$ cat src/rtl/hb_pkg.sv
package hb_pkg;

  typedef enum logic {
    ST_RUN   = 1'b0,
    ST_BLANK = 1'b1
  } hbState_e;

  // Strobes handed from control to datapath each cycle
  typedef struct packed {
    logic pwmOn;   // raw PWM level for this tick
    logic blank;   // force every gate off
    logic dirFwd;  // latched steering direction
  } hbStrobes_t;

endpackage

$ cat src/rtl/hb_ctrl.sv
module hb_ctrl
  import hb_pkg::*;
#(
  parameter int CNT_W = 8,
  parameter int DT_W  = 4
) (
  input  logic             clk,
  input  logic             rst_n,
  input  logic             enable,
  input  logic             dirIn,
  input  logic [CNT_W-1:0] dutyIn,
  input  logic [CNT_W-1:0] periodIn,
  input  logic [DT_W-1:0]  leadDelay,
  input  logic [DT_W-1:0]  trailDelay,
  output hbStrobes_t       strobes
);

  hbState_e         stateQ;
  logic [CNT_W-1:0] cntQ;
  logic [CNT_W-1:0] dutyQ;
  logic [CNT_W-1:0] periodQ;
  logic             dirQ;
  logic [DT_W-1:0]  blankCntQ;

  logic [CNT_W-1:0] lastIdx;
  logic [DT_W-1:0]  longest;
  logic [DT_W-1:0]  blankLast;
  logic             atWrap;

  always_comb begin
    lastIdx = (periodQ == '0) ? '0 : periodQ - 1'b1;
    atWrap  = (cntQ >= lastIdx);
  end

  // The blanking interval covers the longer dead time, with a minimum of one tick
  always_comb begin
    longest = (leadDelay > trailDelay) ? leadDelay : trailDelay;
    if (longest == '0) longest = {{(DT_W-1){1'b0}}, 1'b1};
    blankLast = longest - 1'b1;
  end

  always_ff @(posedge clk or negedge rst_n) begin
    if (!rst_n) begin
      stateQ    <= ST_RUN;
      cntQ      <= '0;
      dutyQ     <= '0;
      periodQ   <= '0;
      dirQ      <= 1'b1;
      blankCntQ <= '0;
    end else if (!enable) begin
      stateQ    <= ST_RUN;
      cntQ      <= '0;
      blankCntQ <= '0;
      dutyQ     <= dutyIn;
      periodQ   <= periodIn;
      dirQ      <= dirIn;
    end else begin
      unique case (stateQ)
        ST_RUN: begin
          if (atWrap) begin
            if (dirIn != dirQ) begin
              stateQ    <= ST_BLANK;
              blankCntQ <= '0;
            end else begin
              cntQ    <= '0;
              dutyQ   <= dutyIn;
              periodQ <= periodIn;
            end
          end else begin
            cntQ <= cntQ + 1'b1;
          end
        end
        ST_BLANK: begin
          if (blankCntQ >= blankLast) begin
            stateQ  <= ST_RUN;
            cntQ    <= '0;
            dutyQ   <= dutyIn;
            periodQ <= periodIn;
            dirQ    <= dirIn;
          end else begin
            blankCntQ <= blankCntQ + 1'b1;
          end
        end
        default: stateQ <= ST_RUN;
      endcase
    end
  end

  always_comb begin
    strobes.pwmOn  = (cntQ < dutyQ);
    strobes.blank  = !enable || (stateQ == ST_BLANK);
    strobes.dirFwd = dirQ;
  end

endmodule

$ cat src/rtl/hb_datapath.sv
module hb_datapath
  import hb_pkg::*;
#(
  parameter int DT_W = 4
) (
  input  logic            clk,
  input  logic            rst_n,
  input  hbStrobes_t      strobes,
  input  logic [DT_W-1:0] leadDelay,
  input  logic [DT_W-1:0] trailDelay,
  output logic            uh,
  output logic            ul,
  output logic            vh,
  output logic            vl
);

  localparam int AGE_W = DT_W + 1;
  localparam logic [AGE_W-1:0] AGE_MAX = {AGE_W{1'b1}};

  logic             levelNow;
  logic             levelPrevQ;
  logic [AGE_W-1:0] ageQ;
  logic [AGE_W-1:0] ageNow;
  logic             hiSw;
  logic             loSw;
  logic             rawUh, rawUl, rawVh, rawVl;

  assign levelNow = strobes.pwmOn && !strobes.blank;

  // ageNow: how many earlier consecutive ticks had the same level (saturating)
  always_comb begin
    if (levelNow == levelPrevQ)
      ageNow = (ageQ == AGE_MAX) ? ageQ : ageQ + 1'b1;
    else
      ageNow = '0;
  end

  always_ff @(posedge clk or negedge rst_n) begin
    if (!rst_n) begin
      levelPrevQ <= 1'b0;
      ageQ       <= AGE_MAX;
    end else begin
      levelPrevQ <= levelNow;
      ageQ       <= ageNow;
    end
  end

  always_comb begin
    hiSw = levelNow  && (ageNow >= {1'b0, leadDelay});
    loSw = !levelNow && (ageNow >= {1'b0, trailDelay});
  end

  // Steering: the held low switch sits on the side opposite the PWM
  always_comb begin
    if (strobes.dirFwd) begin
      rawUh = hiSw; rawUl = loSw; rawVh = 1'b0; rawVl = 1'b1;
    end else begin
      rawUh = 1'b0; rawUl = 1'b1; rawVh = hiSw; rawVl = loSw;
    end
  end

  // Final gating with blanking, plus a shoot-through guard per half-bridge
  always_comb begin
    uh = rawUh && !rawUl && !strobes.blank;
    ul = rawUl && !rawUh && !strobes.blank;
    vh = rawVh && !rawVl && !strobes.blank;
    vl = rawVl && !rawVh && !strobes.blank;
  end

endmodule

$ cat src/rtl/hbridge_slowdecay_drv.sv
module hbridge_slowdecay_drv
  import hb_pkg::*;
#(
  parameter int CNT_W = 8,
  parameter int DT_W  = 4
) (
  input  logic             clk,
  input  logic             rst_n,
  input  logic             enable,
  input  logic             dirFwd,
  input  logic [CNT_W-1:0] duty,
  input  logic [CNT_W-1:0] period,
  input  logic [DT_W-1:0]  leadDelay,
  input  logic [DT_W-1:0]  trailDelay,
  output logic             gateUh,
  output logic             gateUl,
  output logic             gateVh,
  output logic             gateVl
);

  hbStrobes_t strobes;

  hb_ctrl #(.CNT_W(CNT_W), .DT_W(DT_W)) uCtrl (
    .clk        (clk),
    .rst_n      (rst_n),
    .enable     (enable),
    .dirIn      (dirFwd),
    .dutyIn     (duty),
    .periodIn   (period),
    .leadDelay  (leadDelay),
    .trailDelay (trailDelay),
    .strobes    (strobes)
  );

  hb_datapath #(.DT_W(DT_W)) uPath (
    .clk        (clk),
    .rst_n      (rst_n),
    .strobes    (strobes),
    .leadDelay  (leadDelay),
    .trailDelay (trailDelay),
    .uh         (gateUh),
    .ul         (gateUl),
    .vh         (gateVh),
    .vl         (gateVl)
  );

endmodule

$ cat config.mk
export PLATFORM = sky130hd
export DESIGN_NAME = hbridge_slowdecay_drv
export DESIGN_NICKNAME = d
export VERILOG_FILES = /design/src/rtl/hb_pkg.sv /design/src/rtl/hb_ctrl.sv /design/src/rtl/hb_datapath.sv /design/src/rtl/hbridge_slowdecay_drv.sv
export SDC_FILE = /design/constraint.sdc
export NUM_CORES = 1
export LEC_CHECK = 0
export BUFFER_PORTS_ARGS = -buffer_cell sky130_fd_sc_hd__buf_2
export CAP_MARGIN = 10
export CORE_ASPECT_RATIO = 0.6
export CORE_MARGIN = 8
export CORE_UTILIZATION = 63
export DETAILED_ROUTE_END_ITERATION = 12
export PLACE_DENSITY = 0.87
export SETUP_SLACK_MARGIN = 0.02
export SLEW_MARGIN = 20
export SYNTH_ARGS = -nofsm -noshare
export SYNTH_HDL_FRONTEND = slang
export SYNTH_HIERARCHICAL = 1
export SYNTH_SLANG_ARGS = --single-unit
$ cat constraint.sdc
create_clock -name clk -period 11.4 [get_ports clk]
set_input_delay 2.28 -clock clk [delete_from_list [all_inputs] [get_ports clk]]
set_output_delay 2.28 -clock clk [all_outputs]
set_load 0.02 [all_outputs]
==> flow_summary.ini, run 1 <==
[outcome]
status = completed

[global_route]
grt_pass1_vias = 2270
grt_usage_pct = 20.4
antenna_found_initial = 0
overflow = 0
grt_max_degree = 37
grt_pass1_wl_um = 10800

[floorplanning]
core-area_mm2 = 0.00412
initial_utilization_pct = 65.5
ios = 32
rows = 18
die_x_um = 100
fp.dieH_um = 66.7
dieArea_mm2 = 0.00670

[setup_path]
required_ns = 9.12
crit_family = simple AND/OR/NAND/NOR gates
critPathSlowestCell = xnor2_2
reg2reg_from = uCtrl/periodQ[5]
startpoint_type = input port
crit_start = enable
crit_fanout = 10
cp.arrival_ns = 4.76
crit_type = in2out
rrSetupSlack_ns = 7.64
critPathCapture = gateVh
end_kind = output port
path_depth = 13
critPathBufInv = 2
crit_chain = buf_2 > nand2_1 > and2b_4 > xnor2_2 > nand2b_1 > ha_1 > nand2b_1 > a21oi_1 > o21a_1 > o22ai_1 > a21oi_1 > nor3b_1 > buf_2
reg2regPathDepth = 11
critPathMaxStageDelay_ns = 0.39
r2r-end = uCtrl/cntQ[6]

[synth]
syn-num-nets = 340
syn_avg_cell_area_um2 = 9.70
yosys-top-cells-count = 34 x ha_1, 30 x dfrtp_1, 25 x inv_1
synth.area.top_cells = dfrtp_1 28%, ha_1 16%, dfstp_2 5.8%
yosys_warnings = 6
synth-edff-count = 0
syn_inst = 278
synthesis.area_mm2 = 0.00270
synth_async_sr_flop_share_pct = 100
yosys.area.top_type = dfrtp_1
yosysSeqAreaShare_pct = 33.7
synth_top_area_share_pct = 27.8
synth_most_common_cell = ha_1
ys_ff_latch = 36
netlist-cell-type-count = 55
ys.flop_type = dfrtp_1

[detailed_routing]
viasPerCell = 6.07
drc = 0
wl_per_cell_um = 16.8
dr_total_vias = 2270
wl_um = 6280
antenna_left = 0
dr.pass1.iters = 4
drt_iter0_drc = 218

[timing]
finalSetupViolations = 0
post-route-min-period_ns = 7.04
maxSlewViolCount = 0
hold_viol = 0
slew_headroom_pct = 46.8
whs_ns = 0.497
fin_setup_tns_ns = 0
clock.fmax_mhz = 142
skew_ns = 0.00574
setup_ws_ns = 4.36
post-route-period-util_pct = 61.7
rsz0062_at_grt = false
worst_slew_pin_slew_ns = 0.798

[cts]
clk_pin_slew_ns = 0.07
holdBufCountCts = 0
post_cts_resized = 0
cts_tree = done
clock_latency_ns = 0.28
htree_levels = 2
cts_buffers = 5
cts-root-buf = clkbuf_8
post_cts.repair.setup_buffers = 0
cts_sinks = 36
cts_buffer_depth = 2

[pwr]
power_leakage_nw = 1.46
power.total_mw = 0.363
p_per_area_mw_per_mm2 = 120
peakVddDrop_mv = 0.0736

[worst_hold_path]
min_path_cells = 1
hold_class = reg2reg

[flow_run]
cap_violations = 0

[final_layout]
layout-drive-gt1-share_pct = 21.7
diodes = 0
syn_to_final_growth_pct = 12.1
nets = 375

[placed_design]
dpl_worst_slack_ns = 4.43
portBuffers = 31
dp_hpwl_um = 4820
place_congestion = 0.875
how the worst min path moves through the flow:
| stage | slack [ns] | to | start |
|---|---|---|---|
| floorplan | 0.46 | uCtrl/dutyQ[0] | uCtrl/dutyQ[0] |
| global placement | 0.47 | uCtrl/dutyQ[0] | uCtrl/dutyQ[0] |
| detailed placement | 0.49 | uCtrl/dutyQ[5] | uCtrl/dutyQ[5] |
| CTS | 0.50 | uCtrl/dutyQ[5] | uCtrl/dutyQ[5] |
| global route | 0.52 | uCtrl/dutyQ[3] | uCtrl/dutyQ[3] |
| finish | 0.50 | uCtrl/dutyQ[5] | uCtrl/dutyQ[5] |
layout make-up:
| cell class | instances | area, um^2 |
|---|---|---|
| multi-input cells | 212 | 1680 |
| fillers | 309 | 1100 |
| flip-flops and latches | 36 | 908 |
| repair buffers | 31 | 155 |
| inverters | 27 | 101 |
| well taps | 60 | 75.1 |
| clock buffers | 6 | 72.6 |
| clock inverters | 2 | 35.0 |
kinds of logic after synthesis:
| logic type | Yosys count | synth area share, % |
|---|---|---|
| AND/OR/NAND/NOR | 85 | 17.0 |
| AO/OA/AOI/OAI | 58 | 15.5 |
| flip-flops | 36 | 33.7 |
| adder cells (fa/ha/maj) | 34 | 15.8 |
| buffers and inverters | 30 | 4.50 |
| multiplexers | 23 | 9.37 |
| XOR/XNOR | 12 | 4.17 |
registers in the layout, summed over array words and instances, names as in the netlist:
register and cells:
uCtrl/cntQ 8, uCtrl/dutyQ 8, uCtrl/periodQ 8, uPath/ageQ 5
uCtrl/blankCntQ 4, uCtrl/dirQ 1, uCtrl/stateQ 1, uPath/levelPrevQ 1
power breakdown:
group | internal (mW) | switching, mW | leakage, nW | total, mW
clock network | 0.0649 | 0.0445 | 0.0552 | 0.109
logic | 0.0462 | 0.0549 | 0.965 | 0.101
registers | 0.141 | 0.0119 | 0.440 | 0.153
total | 0.252 | 0.111 | 1.46 | 0.363
per-layer routing:
metal | up-vias | share of wire, % | wire length, um | track usage (%)
met5 | - | 0 | 0 | 0
met4 | 0 | 0.80 | 50 | 5.42
met3 | 8 | 8.0 | 501 | 4.78
met2 | 84 | 45 | 2840 | 32.6
met1 | 1099 | 46 | 2890 | 27.3
li1 | 1079 | - | - | -
cell usage in the layout, fill, tap and decap left out, types with 4 or more instances in the layout:
| master | netlist | final |
|---|---|---|
| nor2_1 | 17 | 17 |
| or3_1 | 4 | 4 |
| xor2_1 | 8 | 8 |
| dfstp_2 | 6 | 6 |
| o21ai_0 | 6 | 6 |
| nand3_1 | 6 | 6 |
| dfrtp_1 | 30 | 30 |
| a21oi_1 | 12 | 12 |
| nor3_1 | 5 | 5 |
| o21ai_1 | 5 | 5 |
| nand4_1 | 5 | 5 |
| mux2_2 | 13 | 13 |
| o21a_1 | 10 | 10 |
| and2_1 | 4 | 4 |
| inv_1 | 25 | 25 |
| mux2_1 | 5 | 5 |
| buf_2 | 1 | 31 |
| ha_1 | 34 | 34 |
| nand2_1 | 21 | 21 |
| mux2i_1 | 5 | 5 |
| clkbuf_8 | 0 | 5 |
metrics by stage:
step | area (um^2) | cells | util (%)
after floorplan | 2700 | 278 | -
after global placement | 2910 | 366 | 70.6
after detailed placement | 2920 | 366 | 70.8
after CTS | 3020 | 374 | 73.4
after global routing | 3020 | 374 | 73.4
final | 3020 | 374 | 73.4
worst reg2reg max path, stage by stage (launching register included):
cell and delay [ns]:
dfrtp_1 0.42, nor4_1 0.40, nand2_1 0.14, or3_1 0.45
and2_1 0.22, ha_1 0.27, nor3b_1 0.21, o21a_1 0.19
o21ai_1 0.15, a31oi_4 0.65, or4b_1 0.52, nand2_1 0.08
No activity file was read; power rests on OpenSTA's default activity.
==> inputs of run 2 (changes only) <==
Settings changed: CORE_UTILIZATION 63 to 53, PLACE_DENSITY 0.87 to 0.78.
Clock period 11.4 ns to 6.3 ns, I/O delays scaled along.
==> run 2 against run 1 <==
Against the previous run:
- sequential power increased by 81%
- final cell count increased by 1.9%
- die area increased by 15%
- largest power group unchanged
==> flow_summary.ini, run 2 (synthesized netlist as in run 1, its figures left out) <==
[final_layout]
layout-drive-gt1-share_pct = 21.3
final-seq-area_um2 = 908
fin_area_mm2 = 0.00300
top_regs = uCtrl/cntQ x8, uCtrl/dutyQ x8, uCtrl/periodQ x8
n_fill_cell = 452
multi_input_area_mm2 = 0.00167
syn_to_final_growth_pct = 11.3
nets = 376
diodes = 0
final_cell_mix = 34 x ha_1, 31 x buf_2, 30 x dfrtp_1
fin_util_pct = 60.3
final_common_cell = ha_1
stdcell_count = 381

[floorplanning]
initial_utilization_pct = 54.2
die_x_um = 108
rows = 20
dieArea_mm2 = 0.00770
fp.dieH_um = 71.3
core-area_mm2 = 0.00498
ios = 32

[cts]
cts_buffer_depth = 2
cts-root-buf = clkbuf_8
post_cts_resized = 0
clock_latency_ns = 0.29
htree_levels = 2
clk_pin_slew_ns = 0.07
holdBufCountCts = 0
cts_sinks = 36
cts_tree = done
cts_buffers = 5
post_cts.repair.setup_buffers = 0

[timing]
post-route-period-util_pct = 84.3
clock.fmax_mhz = 188
skew_ns = 0.00745
hold_viol = 0
fin_setup_tns_ns = 0
rsz0062_at_grt = false
finalSetupViolations = 0
whs_ns = 0.493
maxSlewViolCount = 0
slew_headroom_pct = 46.6
post-route-min-period_ns = 5.31
setup_ws_ns = 0.988
worst_slew_pin_slew_ns = 0.802

[placed_design]
dp.cells = 373
dp_hpwl_um = 4800
portBuffers = 31
place_congestion = 0.841
placed_cell_area_mm2 = 0.00292
dpl_worst_slack_ns = 1.01

[detailed_routing]
dr.pass1.iters = 4
dr_total_vias = 2216
antenna_left = 0
drc = 0
dr_wl_met2_um = 2770
viasPerCell = 5.82
wl_um = 6100
wl_met3_um = 408
m1WireLength_um = 2840
maxUsedRoutingLayer = met4
wl_per_cell_um = 16.0
drt_iter0_drc = 125

[pwr]
power_frac_seq_pct = 45.2
p_per_area_mw_per_mm2 = 204
p_int_mw = 0.416
sw_frac_of_total_pct = 32.2
p_switching_mw = 0.197
power.total_mw = 0.613
peakVddDrop_mv = 0.144
power_frac_comb_pct = 28.8
power_leakage_nw = 1.45
p_clk_share_pct = 26.0

[setup_path]
crit_fanout = 10
startpoint_type = register
end_kind = output port
rrSetupSlack_ns = 2.54
crit_type = reg2out
cp.arrival_ns = 4.05
required_ns = 5.04

[global_route]
grt_pass1_vias = 2285
grt_pass1_wl_um = 10800
grt_usage_pct = 17.3
grt_max_degree = 37
overflow = 0
antenna_found_initial = 0

[worst_hold_path]
hold_class = reg2reg

[outcome]
status = completed

[flow_run]
cap_violations = 0
-- run 2: metal layers --
layer	GRT usage, %	vias to the layer above
li1	-	1080
met1	23.3	1070
met2	26.3	55
met3	4.21	11
met4	5.66	0
met5	0	-
-- run 2: power groups by stage --
| stage | logic [mW] | registers, mW | clock network (mW) |
|---|---|---|---|
| after floorplan | 0.132 | 0.273 | 0 |
| after global placement | 0.166 | 0.280 | 0 |
| after detailed placement | 0.176 | 0.281 | 0 |
| after CTS | 0.178 | 0.277 | 0.166 |
| after global routing | 0.202 | 0.281 | 0.176 |
| final | 0.177 | 0.277 | 0.159 |
-- run 2: critical path: stages, from the launching register on --
cell,delay [ns]
dfrtp_1,0.47
ha_1,0.33
a21boi_0,0.13
o21a_1,0.18
o21ai_0,0.15
a21oi_1,0.09
o41ai_1,0.46
and2b_4,0.28
xnor2_2,0.16
nand2b_1,0.23
ha_1,0.28
nand2b_1,0.10
a21oi_1,0.09
o21a_1,0.17
o22ai_1,0.14
a21oi_1,0.10
nor3b_1,0.21
buf_2,0.20
-- run 2: area by class of cell --
| cell class | count | area share [%] |
|---|---|---|
| tap | 66 | 2.75 |
| multi-input combinational | 212 | 55.5 |
| inverter | 27 | 3.37 |
| clock buffer | 8 | 2.67 |
| timing repair buffer | 32 | 5.42 |
| sequential | 36 | 30.2 |
-- run 2: worst paths after layout --
path	from	end	depth (start not counted)
worst max-delay path	uCtrl/cntQ[1]	gateVh	17
max in group asynchronous	rst_n	uCtrl/dutyQ[7]	1
worst max register to register	uCtrl/periodQ[3]	uCtrl/dutyQ[1]	11
worst min register to register	uCtrl/dutyQ[6]	uCtrl/dutyQ[6]	1
worst min-delay path	uCtrl/dutyQ[6]	uCtrl/dutyQ[6]	1
min in group asynchronous	rst_n	uCtrl/blankCntQ[3]	1
